### config.mk
export PLATFORM = sky130hd
export DESIGN_NAME = rail_enable_sequencer
export DESIGN_NICKNAME = d
export VERILOG_FILES = /design/src/rtl/seq_pkg.sv /design/src/rtl/seq_code_timer.sv /design/src/rtl/seq_dep_gate.sv /design/src/rtl/seq_ctrl.sv /design/src/rtl/rail_enable_sequencer.sv
export SDC_FILE = /design/constraint.sdc
export NUM_CORES = 1
export LEC_CHECK = 0
export BUFFER_PORTS_ARGS = -buffer_cell sky130_fd_sc_hd__buf_2
export CAP_MARGIN = 20
export CORE_MARGIN = 2
export CORE_UTILIZATION = 53
export DETAILED_ROUTE_END_ITERATION = 8
export PLACE_DENSITY = 0.79
export SLEW_MARGIN = 20
export SYNTH_ARGS = -nofsm -noshare
export SYNTH_HDL_FRONTEND = slang
export SYNTH_SLANG_ARGS = --single-unit
### constraint.sdc
create_clock -name clk -period 3.4 [get_ports clk]
set_clock_uncertainty 0.1 [all_clocks]
set_input_delay 0.68 -clock clk [delete_from_list [all_inputs] [get_ports clk]]
set_output_delay 0.68 -clock clk [all_outputs]
set_load 0.02 [all_outputs]
### src/rtl/seq_pkg.sv
package seq_pkg;
  localparam int SEL_W = 2;
  localparam int PRE_W = 1 + 3 * ((1 << SEL_W) - 1);

  typedef enum logic {
    ST_IDLE = 1'b0,
    ST_PEND = 1'b1
  } seq_state_e;

  function automatic logic [PRE_W-1:0] inc_ticks(input logic [SEL_W-1:0] sel);
    logic [PRE_W-1:0] one;
    one = {{(PRE_W-1){1'b0}}, 1'b1};
    return one << (3 * sel);
  endfunction
endpackage

### src/rtl/seq_code_timer.sv
module seq_code_timer
  import seq_pkg::*;
#(
  parameter int CODE_W = 16,
  parameter int MULT_W = 14
) (
  input  logic              clk,
  input  logic              rst_n,
  input  logic              start,
  input  logic [CODE_W-1:0] code,
  input  logic              tick,
  output logic              expired
);
  logic [MULT_W-1:0] mult_q, mult_d;
  logic [PRE_W-1:0]  pre_q, pre_d;
  logic [PRE_W-1:0]  inc_q, inc_d;
  logic              mult_zero;

  assign mult_zero = (mult_q == '0);
  assign expired   = mult_zero;

  always_comb begin
    mult_d = mult_q;
    pre_d  = pre_q;
    inc_d  = inc_q;
    if (start) begin
      mult_d = code[MULT_W-1:0];
      inc_d  = inc_ticks(code[CODE_W-1 -: SEL_W]);
      pre_d  = inc_d;
    end else if (tick && !mult_zero) begin
      if (pre_q == {{(PRE_W-1){1'b0}}, 1'b1}) begin
        mult_d = mult_q - 1'b1;
        pre_d  = inc_q;
      end else begin
        pre_d = pre_q - 1'b1;
      end
    end
  end

  always_ff @(posedge clk or negedge rst_n) begin
    if (!rst_n) begin
      mult_q <= '0;
      pre_q  <= '0;
      inc_q  <= '0;
    end else begin
      mult_q <= mult_d;
      pre_q  <= pre_d;
      inc_q  <= inc_d;
    end
  end

  // a zero multiplier expires on the first open cycle
  a_r2_zero_expires: assert property (@(posedge clk) disable iff (!rst_n)
    (start && code[MULT_W-1:0] == '0) |=> expired);

  // once expired, stays expired until restarted
  a_r1_expiry_sticks: assert property (@(posedge clk) disable iff (!rst_n)
    (!start && expired) |=> expired);

  // the multiplier only moves on a tick or a restart
  a_r1_moves_on_tick: assert property (@(posedge clk) disable iff (!rst_n)
    (!start && !tick) |=> $stable(mult_q));
endmodule

### src/rtl/seq_dep_gate.sv
module seq_dep_gate #(
  parameter int GPO_W = 8
) (
  input  logic [GPO_W-1:0] gpo_state,
  input  logic [GPO_W-1:0] on_mask,
  input  logic [GPO_W-1:0] off_mask,
  output logic             on_ok,
  output logic             off_ok
);
  logic [GPO_W-1:0] on_bit;
  logic [GPO_W-1:0] off_bit;

  for (genvar i = 0; i < GPO_W; i++) begin : g_bit
    assign on_bit[i]  = !on_mask[i]  || gpo_state[i];
    assign off_bit[i] = !off_mask[i] || !gpo_state[i];
  end

  assign on_ok  = &on_bit;
  assign off_ok = &off_bit;
endmodule

### src/rtl/seq_ctrl.sv
module seq_ctrl
  import seq_pkg::*;
(
  input  logic clk,
  input  logic rst_n,
  input  logic seq_req,
  input  logic on_ok,
  input  logic off_ok,
  input  logic expired,
  input  logic dbg_mode,
  output logic start,
  output logic rail_en,
  output logic seq_busy,
  output logic seq_timeout
);
  seq_state_e state_q, state_d;
  logic req_q;
  logic dir_q, dir_d;
  logic en_q, en_d;
  logic to_q, to_d;
  logic req_edge;
  logic cond_ok;
  logic go;

  assign req_edge = (seq_req != req_q);
  assign start    = req_edge;
  assign cond_ok  = dir_q ? on_ok : off_ok;
  assign go       = dbg_mode ? expired : cond_ok;

  always_comb begin
    state_d = state_q;
    dir_d   = dir_q;
    en_d    = en_q;
    to_d    = to_q;
    if (req_edge) begin
      state_d = ST_PEND;
      dir_d   = seq_req;
      to_d    = 1'b0;
    end else if (state_q == ST_PEND) begin
      if (go) begin
        en_d    = dir_q;
        state_d = ST_IDLE;
      end else if (expired) begin
        to_d    = 1'b1;
        state_d = ST_IDLE;
      end
    end
  end

  always_ff @(posedge clk or negedge rst_n) begin
    if (!rst_n) begin
      state_q <= ST_IDLE;
      req_q   <= 1'b0;
      dir_q   <= 1'b0;
      en_q    <= 1'b0;
      to_q    <= 1'b0;
    end else begin
      state_q <= state_d;
      req_q   <= seq_req;
      dir_q   <= dir_d;
      en_q    <= en_d;
      to_q    <= to_d;
    end
  end

  assign rail_en     = en_q;
  assign seq_busy    = (state_q == ST_PEND);
  assign seq_timeout = to_q;

  // no enable movement while idle without a new request
  a_r5_idle_holds_en: assert property (@(posedge clk) disable iff (!rst_n)
    (state_q == ST_IDLE && !req_edge) |=> $stable(rail_en));

  // a timeout never comes with an enable change
  a_r6_timeout_keeps_en: assert property (@(posedge clk) disable iff (!rst_n)
    $rose(seq_timeout) |-> $stable(rail_en));

  // debug mode never raises the timeout flag
  a_r7_dbg_no_flag: assert property (@(posedge clk) disable iff (!rst_n)
    (seq_busy && dbg_mode && !req_edge) |=> !seq_timeout);

  // a request edge always opens a fresh step with a clear flag
  a_r9_edge_opens: assert property (@(posedge clk) disable iff (!rst_n)
    req_edge |=> (seq_busy && !seq_timeout));

  // the enable only moves at the end of a busy period
  a_r10_move_after_busy: assert property (@(posedge clk) disable iff (!rst_n)
    (rail_en != $past(rail_en)) |-> $past(seq_busy));
endmodule

### src/rtl/rail_enable_sequencer.sv
module rail_enable_sequencer
  import seq_pkg::*;
#(
  parameter int GPO_W  = 8,
  parameter int CODE_W = 16,
  parameter int MULT_W = CODE_W - SEL_W
) (
  input  logic              clk,
  input  logic              rst_n,
  input  logic              ms_tick,
  input  logic              seq_req,
  input  logic [GPO_W-1:0]  gpo_state,
  input  logic [GPO_W-1:0]  on_mask,
  input  logic [GPO_W-1:0]  off_mask,
  input  logic [CODE_W-1:0] on_code,
  input  logic [CODE_W-1:0] off_code,
  input  logic              dbg_mode,
  output logic              rail_en,
  output logic              seq_busy,
  output logic              seq_timeout
);
  logic              on_ok;
  logic              off_ok;
  logic              expired;
  logic              start;
  logic [CODE_W-1:0] sel_code;

  // the level being requested names the direction of a new step
  assign sel_code = seq_req ? on_code : off_code;

  seq_dep_gate #(.GPO_W(GPO_W)) u_gate (
    .gpo_state (gpo_state),
    .on_mask   (on_mask),
    .off_mask  (off_mask),
    .on_ok     (on_ok),
    .off_ok    (off_ok)
  );

  seq_code_timer #(.CODE_W(CODE_W), .MULT_W(MULT_W)) u_timer (
    .clk     (clk),
    .rst_n   (rst_n),
    .start   (start),
    .code    (sel_code),
    .tick    (ms_tick),
    .expired (expired)
  );

  seq_ctrl u_ctrl (
    .clk         (clk),
    .rst_n       (rst_n),
    .seq_req     (seq_req),
    .on_ok       (on_ok),
    .off_ok      (off_ok),
    .expired     (expired),
    .dbg_mode    (dbg_mode),
    .start       (start),
    .rail_en     (rail_en),
    .seq_busy    (seq_busy),
    .seq_timeout (seq_timeout)
  );
endmodule

==> flow_summary.yaml <==
outcome:
  outcome: "finished, final reports clean"
synthesis:
  synth_edf_count: 0
  synth_top_area_share_pct: 35.28
  synth_flop_cell: "dfrtp_1"
  syn-num-nets: 336
  postSynthAreaPerCell_um2: 8.607
  synth-seq-cells: 33
  yosysSeqAreaShare_pct: 35.28
  synth_cell_types: 59
  yosysTopAreaCell: "dfrtp_1"
  synthCells: 272
  yosysWarnings: 0
  synthArstFlopShare_pct: 100.0
  synth.area.top_cells: "dfrtp_1, o21ai_0, a21oi_1"
  mappedNetlistArea_mm2: 0.002341
setup_path:
  max_stage_delay_ps: 520
  path_delay_family: "simple AND/OR/NAND/NOR gates"
  cp.required_ps: 3500
  cp-start-kind: "flop"
  path_max_fanout: 18
  worstPathArrival_ps: 2780
  cp_num_cells: 7
  critPathCaptureType: "flop"
  cp_num_buf_inv: 1
  slowest_stage: "or4b_1"
  worstSetupPathType: "reg -> reg"
  crit_chain: "inv_1 -> ha_1 -> or4b_1 -> or3_1 -> o21ai_4 -> a21oi_1 -> a211oi_2"
  reg2regPathDepth: 7
place:
  portBuffers: 63
  place_congestion: 0.9137
  dp_hpwl_um: 4252
die:
  die_width_um: 70.46
  ios: 64
  core-area_mm2: 0.004294
  start_util_pct: 54.52
  dieArea_mm2: 0.004965
  die_height_um: 70.46
  rows: 24
routing:
  first_pass_iters: 4
  vias: 2325
  drt-total-wl_um: 5736
  ant_nets: 0
  wire_per_inst_um: 15.09
  viasPerCell: 6.118
  first_iter_violations: 194
  drcViolationCount: 0
cts:
  cts_tree: "done"
  cts_sinks: 33
  cts.clk_slew.worst_paths_ps: 70
  ctsHoldBuffers: 0
  cts_root_buf: "clkbuf_8"
  clockBufferDepth: 2
  insertion_delay_ps: 280
  postCtsSetupBuffers: 0
  htreeDepth: 2
  cts-resized-gates: 0
  cts_buffers: 5
job:
  timing.max_cap.violations: 0
timing:
  tns_ps: 0
  rsz0062_at_grt: "false"
  fin_crit_ps: 2677
  slew_headroom_pct: 43.22
  hold_violations: 0
  finalSetupViolCount: 0
  fmax_mhz: 373.5
  finalCritPeriodShare_pct: 78.74
  slew_viol_final: 0
  worst_pin_slew_ps: 844.5
global_route:
  grt_pass1_vias: 2240
  grt_pass1_wl_um: 9887
  grt_use_total_pct: 24.37
  grt_overflow: 0
  grt_max_degree: 34
  antenna_found_initial: 0
final_layout:
  fin_util_pct: 63.75
  drive_gt1_share_pct: 27.74
  num-fill-cells: 359
  num_antenna_cells: 0
  area_delta_synth_final_pct: 16.94
  layout.nets: 392
min_path:
  min-delay-path-class: "in -> async"
power:
  ir_drop_mv: 0.2690
  finalPower_mw: 1.450
  p_per_area_mw_per_mm2: 529.6
  p_leak_nw: 1.231
cell families after synthesis:
family,Yosys count,share of synthesized area [%]
xor+xnor,5,1.871
simple gates,94,21.75
compound gates,107,32.76
flops,33,35.28
buf+inv,27,5.398
mux,2,0.9086
fa+ha+maj,4,2.031
final cells by class:
type | instances | area, um^2 | area share [%]
flip-flops and latches | 33 | 825.8 | 30.16
clock buffers | 7 | 86.33 | 3.154
repair buffers | 65 | 330.3 | 12.07
inverters | 11 | 41.29 | 1.508
multi-input cells | 212 | 1389 | 50.73
well taps | 52 | 65.06 | 2.377
cells in the final DEF, fill, tap and decap left out, types with 3 or more instances in the layout:
| cell type | count |
|---|---|
| a211oi_1 | 4 |
| a21o_1 | 3 |
| a21oi_1 | 16 |
| a22oi_1 | 9 |
| a31o_2 | 4 |
| a31oi_1 | 6 |
| buf_2 | 63 |
| clkbuf_8 | 6 |
| dfrtp_1 | 33 |
| ha_1 | 3 |
| inv_1 | 11 |
| nand2_1 | 21 |
| nand2b_1 | 11 |
| nor2_1 | 21 |
| nor2b_1 | 4 |
| nor3_1 | 10 |
| nor4_1 | 5 |
| o211ai_1 | 3 |
| o21a_1 | 5 |
| o21ai_0 | 23 |
| o22ai_1 | 4 |
| o31ai_1 | 8 |
| or2_2 | 5 |
| or3_1 | 4 |
| or4_1 | 3 |
| xnor2_1 | 4 |
per-layer routing:
| layer | vias up | wire (um) | global-route usage [%] |
|---|---|---|---|
| met5 | - | 0 | 0 |
| met4 | 0 | 80 | 8.333 |
| met3 | 10 | 361 | 3.752 |
| met2 | 88 | 2798 | 41.93 |
| met1 | 1092 | 2495 | 31.03 |
| li1 | 1135 | - | - |
registers in the layout (all words and copies together), names as in the netlist:
register and cells:
u_timer.mult_q 14, u_timer.pre_q 10, u_timer.inc_q 4, u_ctrl.dir_q 1, u_ctrl.rail_en 1, u_ctrl.req_q 1
u_ctrl.seq_busy 1, u_ctrl.seq_timeout 1
path summary, 6_finish.rpt:
path | from | to | slack [ps]
setup / recovery | u_timer.pre_q[1] | u_timer.mult_q[13] | 720
hold reg to reg | u_timer.mult_q[11] | u_timer.mult_q[11] | 370
hold / removal | rst_n | u_timer.pre_q[4] | 360
min in group clk | u_timer.mult_q[11] | u_timer.mult_q[11] | 370
setup reg to reg | u_timer.pre_q[1] | u_timer.mult_q[13] | 720
max in group asynchronous | rst_n | u_ctrl.rail_en | 2360
cells in the mapped netlist (all sizes together) (3+ instances only):
cell and count:
a21o 3, or3 4, nor3 10, nand2 21, ha 3, nor4 5, o211ai 3, a211oi 5
o21a 5, buf 6, xnor2 4, or2 5, a21oi 17, o31ai 8, o22ai 4, a31o 4
nand2b 11, o21ai 24, a22oi 9, or4 5, clkbuf 10, dfrtp 33, a31oi 8, nor2b 4
nor2 22, inv 11
through the flow:
step / instances / setup slack [ps] / hold WS [ps] / cell area [um^2]
2_1_floorplan: 272 / 946.2 / 284.4 / 2341
3_3_place_gp: 373 / 838.7 / 352.4 / 2651
3_5_place_dp: 373 / 776.6 / 358.3 / 2651
4_1_cts: 380 / 733.2 / 373.0 / 2738
5_1_grt: 380 / 558.2 / 375.3 / 2738
6_report: 380 / 723.0 / 358.7 / 2738
where the power goes:
| group | total, mW | switching [mW] | internal (mW) | leakage, nW |
|---|---|---|---|---|
| sequential | 0.606 | 0.115 | 0.492 | 0.411 |
| combinational | 0.546 | 0.313 | 0.233 | 0.775 |
| clock | 0.297 | 0.137 | 0.161 | 0.0443 |
Power figures use the tool's default switching activity.
